===== src/rtl/mbx_pkg.sv =====
package mbx_pkg;
  // Word offsets (address bits [3:2]) of the four registers
  localparam logic [1:0] IDX_SET  = 2'd0;
  localparam logic [1:0] IDX_CLR  = 2'd1;
  localparam logic [1:0] IDX_STAT = 2'd2;
  localparam logic [1:0] IDX_ENA  = 2'd3;

  typedef enum logic [2:0] {
    SEL_SET,
    SEL_CLR,
    SEL_STAT,
    SEL_ENA,
    SEL_NONE
  } reg_sel_e;
endpackage


===== src/rtl/mbx_addr_dec.sv =====
module mbx_addr_dec
  import mbx_pkg::*;
#(
  parameter int ADDR_W = 5
) (
  input  logic [ADDR_W-1:0] bus_addr,
  input  logic              bus_we,
  output reg_sel_e          sel,
  output logic              wr_set,
  output logic              wr_clr,
  output logic              wr_ena
);
  logic mapped;

  // Only aligned words below 0x10 belong to the block
  assign mapped = (bus_addr[1:0] == 2'b00) && (bus_addr[ADDR_W-1:4] == '0);

  always_comb begin
    sel = SEL_NONE;
    if (mapped) begin
      case (bus_addr[3:2])
        IDX_SET:  sel = SEL_SET;
        IDX_CLR:  sel = SEL_CLR;
        IDX_STAT: sel = SEL_STAT;
        default:  sel = SEL_ENA;
      endcase
    end
  end

  assign wr_set = bus_we && (sel == SEL_SET);
  assign wr_clr = bus_we && (sel == SEL_CLR);
  assign wr_ena = bus_we && (sel == SEL_ENA);
endmodule


===== src/rtl/mbx_pending_bank.sv =====
module mbx_pending_bank #(
  parameter int DATA_W = 32
) (
  input  logic              clk,
  input  logic              rst,
  input  logic              wr_set,
  input  logic              wr_clr,
  input  logic [DATA_W-1:0] wdata,
  input  logic [DATA_W-1:0] hw_evt,
  output logic [DATA_W-1:0] stat_d,
  output logic [DATA_W-1:0] stat_q
);
  // Per source: clear first, then set from software or hardware, so a set wins
  for (genvar g = 0; g < DATA_W; g++) begin : g_src
    assign stat_d[g] = (stat_q[g] & ~(wr_clr & wdata[g]))
                     | (wr_set & wdata[g])
                     | hw_evt[g];
  end

  always_ff @(posedge clk) begin
    if (rst) stat_q <= '0;
    else     stat_q <= stat_d;
  end
endmodule


===== src/rtl/mbx_irq_gen.sv =====
module mbx_irq_gen #(
  parameter int DATA_W = 32
) (
  input  logic              clk,
  input  logic              rst,
  input  logic [DATA_W-1:0] stat_d,
  input  logic [DATA_W-1:0] ena_d,
  output logic              irq
);
  // Loaded from next-state values: tracks the registers without lag
  always_ff @(posedge clk) begin
    if (rst) irq <= 1'b0;
    else     irq <= |(stat_d & ena_d);
  end
endmodule


===== src/rtl/mbx_irq_regs.sv =====
module mbx_irq_regs
  import mbx_pkg::*;
#(
  parameter int DATA_W = 32,
  parameter int ADDR_W = 5
) (
  input  logic              clk,
  input  logic              rst,
  input  logic [ADDR_W-1:0] bus_addr,
  input  logic              bus_we,
  input  logic [DATA_W-1:0] bus_wdata,
  output logic [DATA_W-1:0] bus_rdata,
  input  logic [DATA_W-1:0] hw_evt,
  output logic              irq
);
  reg_sel_e          sel;
  logic              wr_set, wr_clr, wr_ena;
  logic [DATA_W-1:0] stat_d, stat_q;
  logic [DATA_W-1:0] ena_d, ena_q;

  mbx_addr_dec #(.ADDR_W(ADDR_W)) dec_i (
    .bus_addr (bus_addr),
    .bus_we   (bus_we),
    .sel      (sel),
    .wr_set   (wr_set),
    .wr_clr   (wr_clr),
    .wr_ena   (wr_ena)
  );

  mbx_pending_bank #(.DATA_W(DATA_W)) bank_i (
    .clk    (clk),
    .rst    (rst),
    .wr_set (wr_set),
    .wr_clr (wr_clr),
    .wdata  (bus_wdata),
    .hw_evt (hw_evt),
    .stat_d (stat_d),
    .stat_q (stat_q)
  );

  assign ena_d = wr_ena ? bus_wdata : ena_q;

  always_ff @(posedge clk) begin
    if (rst) ena_q <= '0;
    else     ena_q <= ena_d;
  end

  mbx_irq_gen #(.DATA_W(DATA_W)) irq_i (
    .clk    (clk),
    .rst    (rst),
    .stat_d (stat_d),
    .ena_d  (ena_d),
    .irq    (irq)
  );

  always_comb begin
    case (sel)
      SEL_SET, SEL_CLR, SEL_STAT: bus_rdata = stat_q;
      SEL_ENA:                    bus_rdata = ena_q;
      default:                    bus_rdata = '0;
    endcase
  end
endmodule


===== config.mk =====
export PLATFORM = sky130hd
export DESIGN_NAME = mbx_irq_regs
export DESIGN_NICKNAME = d
export VERILOG_FILES = /design/src/rtl/mbx_pkg.sv /design/src/rtl/mbx_addr_dec.sv /design/src/rtl/mbx_pending_bank.sv /design/src/rtl/mbx_irq_gen.sv /design/src/rtl/mbx_irq_regs.sv
export SDC_FILE = /design/constraint.sdc
export NUM_CORES = 1
export LEC_CHECK = 0
export BUFFER_PORTS_ARGS = -buffer_cell sky130_fd_sc_hd__buf_4
export CORE_UTILIZATION = 30
export CTS_CLUSTER_DIAMETER = 60
export DETAILED_ROUTE_END_ITERATION = 8
export PLACE_DENSITY_LB_ADDON = 0.1
export SYNTH_ARGS = -nofsm -noshare
export SYNTH_HDL_FRONTEND = slang
export SYNTH_SLANG_ARGS = --single-unit

===== constraint.sdc =====
create_clock -name clk -period 2.75 [get_ports clk]
set_input_delay 0.4125 -clock clk [delete_from_list [all_inputs] [get_ports clk]]
set_output_delay 0.4125 -clock clk [all_outputs]
set_load 0.03 [all_outputs]

==> impl_metrics.json, run 1 <==
{
  "gp_congestion": 0.754,
  "drv_slew": 0,
  "vdd_drop_max_mv": 0.226,
  "slew-limit-headroom_pct": 51.5,
  "start_util_pct": 31.1,
  "required_ps": 2340,
  "r2r_setup_slack_ps": 1240,
  "dieArea_sq_um": 11200,
  "drc": 0,
  "startpoint": "bus_addr[4]",
  "status": "complete, no violations",
  "syn_area_sq_um": 3230,
  "worst_hold_slack_ps": 290,
  "slowest_delay_ps": 820,
  "path_buf_inv": 2,
  "cts.sinks": 65,
  "grt_max_degree": 66,
  "wl_per_cell_microns": 17.1,
  "numCtsBuffers": 9,
  "path_cells": "buf_4 -> or3_2 -> a21oi_1 -> buf_4",
  "power_mw": 2.22,
  "diodes": 0,
  "finalCritPeriodShare_pct": 84.0,
  "final-setup-viol-count": 0,
  "skew_ps": 7.76,
  "dpl.hpwl_microns": 7050,
  "synth_nets": 452,
  "grt_pass1_wl_microns": 17100,
  "yosysWarnings": 0,
  "leakagePower_nw": 1.66,
  "fmax_mhz": 433,
  "crit_arrival_ps": 1900,
  "grt_usage_pct": 19.6,
  "io_pins": 105,
  "grt_setup_unrepaired": "false",
  "critPathMaxFanout": 32,
  "areaGrowthSynthToFinish_pct": 33.6,
  "cts_setup_buffers": 0,
  "clkLatencyLatePin_ps": 340,
  "cts_htree_levels": 3,
  "synth_seq_cells": 65,
  "wirelength_microns": 10500,
  "hold_violations": 0,
  "hp-class": "primary input to register",
  "avgSynthCellArea_sq_um": 8.49,
  "tns_ps": 0,
  "io_buffer_count": 104,
  "antenna_found_initial": 0,
  "clkSlewWorstSetupHoldPaths_ps": 80,
  "die_width_microns": 106,
  "cts.path.max_buffers": 2,
  "cts_resized": 0,
  "fin_crit_ps": 2310,
  "worstReg2RegStart": "bank_i.stat_q[19]",
  "avgViaCountPerCell": 5.13,
  "start_kind": "primary input",
  "final_net_count": 544,
  "power.density_nw_per_um2": 514,
  "synth_cells": 380,
  "grt_pass1_vias": 3249,
  "cpMaxStageDelayCell": "or3_2",
  "grt_overflow": 0,
  "cts_tree": "done",
  "drt_iter0_markers": 135,
  "worstMarginPinSlew_ps": 728,
  "cpMostUsedCell": "buf_4",
  "critPathCaptureType": "output pin",
  "reg2reg_to": "irq_i.irq",
  "reg2reg_depth": 4,
  "core_region_area_sq_um": 10400,
  "drive_gt1_share_pct": 31.9,
  "yosysUniqueCellTypes": 21,
  "drtPass1Iterations": 4,
  "cp.depth": 4,
  "crit_type": "primary input to output pin",
  "fp-row-count": 37,
  "drv_cap": 0,
  "cts-root-buf": "clkbuf_8",
  "cp-endpoint": "bus_rdata[22]",
  "vias": 3142,
  "ant_nets": 0,
  "crit_family": "simple AND/OR/NAND/NOR gates",
  "ctsHoldBuffers": 0,
  "die_h_microns": 106,
  "yosysSeqAreaShare_pct": 40.3
}
layer usage:
| layer | vias up | global-route usage (%) | share of wire [%] |
|---|---|---|---|
| met2 | 106 | 32.2 | 47 |
| li1 | 1545 | - | - |
| met5 | - | 0 | 0 |
| met4 | 0 | 4.66 | 0.76 |
| met1 | 1481 | 25.7 | 46 |
| met3 | 10 | 4.89 | 6.2 |
worst min path at each step:
stage | slack, ps | from | endpoint | cells past startpoint
after global placement | 490 | bank_i.stat_q[6] | bank_i.stat_q[6] | 2
after detailed placement | 510 | bank_i.stat_q[22] | bank_i.stat_q[22] | 2
final | 290 | hw_evt[24] | bank_i.stat_q[24] | 3
after global routing | 270 | hw_evt[24] | bank_i.stat_q[24] | 3
after CTS | 270 | hw_evt[24] | bank_i.stat_q[24] | 3
after floorplan | 480 | ena_q[23] | ena_q[23] | 2
through the flow:
stage / worst slack [ps] / utilization [%] / instances / cell area (sq um)
floorplan: 569 / - / 380 / 3230
global placement: 186 / 39.5 / 597 / 4090
detailed placement: 193 / 39.5 / 597 / 4090
CTS: 423 / 41.6 / 613 / 4310
global route: 354 / 41.6 / 613 / 4310
finish: 439 / 41.6 / 613 / 4310
synth_stat cells:
master / number / area [sq um]
nand3_1: 32 / 160
nor3b_4: 1 / 18.8
a221oi_2: 18 / 270
buf_2: 1 / 5.00
a21oi_1: 32 / 160
clkbuf_1: 19 / 71.3
nor4b_4: 1 / 23.8
o22ai_1: 14 / 87.6
buf_6: 10 / 113
o22ai_2: 2 / 25.0
and2_1: 2 / 12.5
nor2_1: 64 / 240
nand2_1: 65 / 244
or3_2: 1 / 7.51
a221oi_1: 14 / 123
a41oi_1: 1 / 8.76
mux2i_1: 32 / 320
dfxtp_1: 65 / 1300
inv_1: 1 / 3.75
nor4_1: 4 / 25.0
buf_4: 1 / 7.51
power breakdown:
group	switching (mW)	internal [mW]
clock network	0.390	0.510
logic	0.173	0.140
registers	0.0228	0.981
cell type report:
class                      count  area, sq um
clock inverter                 7         95.1
fill                        1087         6060
tap                          136          170
multi-input combinational    283         1730
clock buffer                   9          124
sequential                    65         1300
inverter                       1         3.75
timing repair buffer         112          891
tightest hold or removal path: stages:
cell	delay (ps)
buf_4	80
a221oi_2	40
nor2_1	70
placed cells by master (no fill, tap or decap), drive strengths merged:
master	Yosys	layout
bufinv	0	2
clkbuf	19	9
nor4b	1	1
dfxtp	65	65
inv	1	1
and2	2	2
o22ai	16	16
nand3	32	32
a221oi	32	32
clkinvlp	0	1
buf	12	112
or3	1	1
a21oi	32	32
clkinv	0	4
nor4	4	4
nor2	64	64
nand2	65	65
nor3b	1	1
a41oi	1	1
mux2i	32	32
cells by family (layout without fill, tap and decap cells):
family,after synthesis,after routing,share of synthesized area [%]
muxes,32,32,9.92
and+or+nand+nor,170,170,22.7
DFF,65,65,40.3
AOI/OAI and AO/OA,81,81,20.9
buffers and inverters,32,129,6.20
flip-flops by register name, indices dropped and copies added (netlist names):
signal and count:
bank_i.stat_q 32, ena_q 32, irq_i.irq 1
Note: power is estimated with default switching activity, not from simulation.
==> run 2, diff against run 1 <==
Clock period 2.75 ns to 2.15 ns, I/O delays scaled along.
==> run 2 against run 1 <==
  * Global-route usage grew 0.089 points
  * Die area is the same
  * Sequential share of layout area shrank 2.2 points
  * Sequential power grew 28%
  * Routed wire length grew 3.2%
  * Critical endpoint is now irq_i.irq
  * Design area grew 8.0%
  * Via count grew 5.4%
  * Cell count grew 5.7%
  * Largest cell class unchanged
  * Critical path type is now primary input to register
  * Worst hold slack lost 79 ps
  * Power grew 23%
  * Count of clock-buffer cells in the layout grew 5
==> impl_metrics.json, run 2 (synthesis gave the netlist of run 1 again) <==
{
  "final_cells": 648,
  "critPathCaptureType": "register",
  "fp-row-count": 37,
  "cts.path.max_buffers": 2,
  "final_cell_mix": "buf_4, nand2_1, dfxtp_1",
  "start_kind": "primary input",
  "vias": 3311,
  "io_pins": 105,
  "gp_congestion": 0.773,
  "p_clk_share_pct": 36.7,
  "numCtsBuffers": 9,
  "place_area_sq_um": 4390,
  "cpMaxStageDelayCell": "nor4_2",
  "drc": 0,
  "cts-root-buf": "clkbuf_8",
  "path_buf_inv": 3,
  "skew_ps": 5.75,
  "tns_ps": 0,
  "power.density_nw_per_um2": 585,
  "ctsHoldBuffers": 0,
  "placedCellCount": 630,
  "grt_usage_pct": 19.7,
  "cts.sinks": 65,
  "clkLatencyLatePin_ps": 330,
  "p_int_mw": 2.01,
  "dpl.hpwl_microns": 7430,
  "grt_overflow": 0,
  "cts_htree_levels": 3,
  "die_h_microns": 106,
  "p_sw_mw": 0.720,
  "cts_tree": "done",
  "required_ps": 2330,
  "fin_crit_ps": 2010,
  "antenna_found_initial": 0,
  "finalInstanceArea_sq_um": 4660,
  "critPathMaxFanout": 10,
  "io_buffer_count": 104,
  "crit_arrival_ps": 2190,
  "leakagePower_nw": 1.85,
  "crit_family": "simple AND/OR/NAND/NOR gates",
  "final-setup-viol-count": 0,
  "final_common_cell": "buf_4",
  "slowest_delay_ps": 370,
  "drv_cap": 0,
  "drtPass1Iterations": 4,
  "clkSlewWorstSetupHoldPaths_ps": 70,
  "hp-class": "primary input to register",
  "hold_violations": 0,
  "wirelength_microns": 10800,
  "crit_type": "primary input to register",
  "pwr-share-comb_pct": 16.2,
  "finalCritPeriodShare_pct": 93.7,
  "grt_pass1_vias": 3360,
  "grt_pass1_wl_microns": 17200,
  "final_net_count": 579,
  "core_region_area_sq_um": 10400,
  "die_width_microns": 106,
  "ant_nets": 0,
  "areaGrowthSynthToFinish_pct": 44.3,
  "vdd_drop_max_mv": 0.325,
  "p_sw_share_pct": 26.4,
  "worstMarginPinSlew_ps": 720,
  "fin_util_pct": 44.9,
  "diodes": 0,
  "drv_slew": 0,
  "fmax_mhz": 496,
  "grt_max_degree": 66,
  "path_cells": "buf_4 -> nor4b_4 -> buf_6 -> and2_4 -> buf_12 -> mux2i_2 -> o22ai_1 -> nor4_2 -> a41oi_1",
  "drt_iter0_markers": 167,
  "dieArea_sq_um": 11200,
  "start_util_pct": 31.1,
  "wl_per_cell_microns": 16.7,
  "r2r_setup_slack_ps": 580,
  "worst_hold_slack_ps": 210,
  "status": "complete, no violations",
  "drive_gt1_share_pct": 37.9,
  "slew-limit-headroom_pct": 52.0,
  "avgViaCountPerCell": 5.11,
  "reg_top3": "bank_i.stat_q x32, ena_q x32, irq_i.irq x1",
  "p_seq_share_pct": 47.1
}
==> run 2: metrics by stage <==
stage / setup WS, ps / power (mW)
after floorplan: 59.3 / 1.51
after global placement: -294 / 1.75
after detailed placement: -333 / 1.75
after CTS: 0.204 / 2.75
after global routing: -5.72 / 2.85
final: 135 / 2.73
==> run 2: timing repair <==
action | 4_1_cts | 5_1_grt
setup buffers | 0 | 1
gates resized for setup | 0 | 10
endpoints found under the setup margin | 0 | 1
==> run 2: area by class of cell <==
type | count | area [sq um]
fillers | 1049 | 5710
multi-input cells | 283 | 1760
flip-flops and latches | 65 | 1300
repair buffers | 147 | 1220
clock buffers | 14 | 183
well taps | 136 | 170
clock inverters | 2 | 10.0
inverters | 1 | 3.75
==> run 2: worst reg2reg max path, delay by kind of cell (launching register included) <==
kind,cells,cell delay (ps)
flip-flops,1,310
AO/OA/AOI/OAI,3,750
AND/OR/NAND/NOR,1,360
==> run 2: per-layer routing <==
layer	wire length, microns	share of wire (%)	GRT usage, %	vias up
met2	5080	47	31.9	115
met4	78	0.72	5.85	0
met1	5030	46	27.0	1578
li1	-	-	-	1612
met5	0	0	0	-
met3	633	5.8	2.78	6
==> run 2: final timing paths <==
kind / endpoint / from / cells past startpoint
max: irq_i.irq / bus_addr[4] / 9
min: bank_i.stat_q[10] / hw_evt[10] / 3
max reg2reg: irq_i.irq / bank_i.stat_q[28] / 4
min reg2reg: bank_i.stat_q[21] / bank_i.stat_q[21] / 2
==> run 2: power by group through the flow <==
| stage | Sequential [mW] | Combinational [mW] | Clock, mW |
|---|---|---|---|
| 5_1_grt | 1.29 | 0.478 | 1.08 |
| 3_3_place_gp | 1.31 | 0.436 | 0 |
| 6_report | 1.28 | 0.441 | 1.00 |
| 2_1_floorplan | 1.31 | 0.195 | 0 |
| 3_5_place_dp | 1.31 | 0.436 | 0 |
| 4_1_cts | 1.28 | 0.438 | 1.03 |
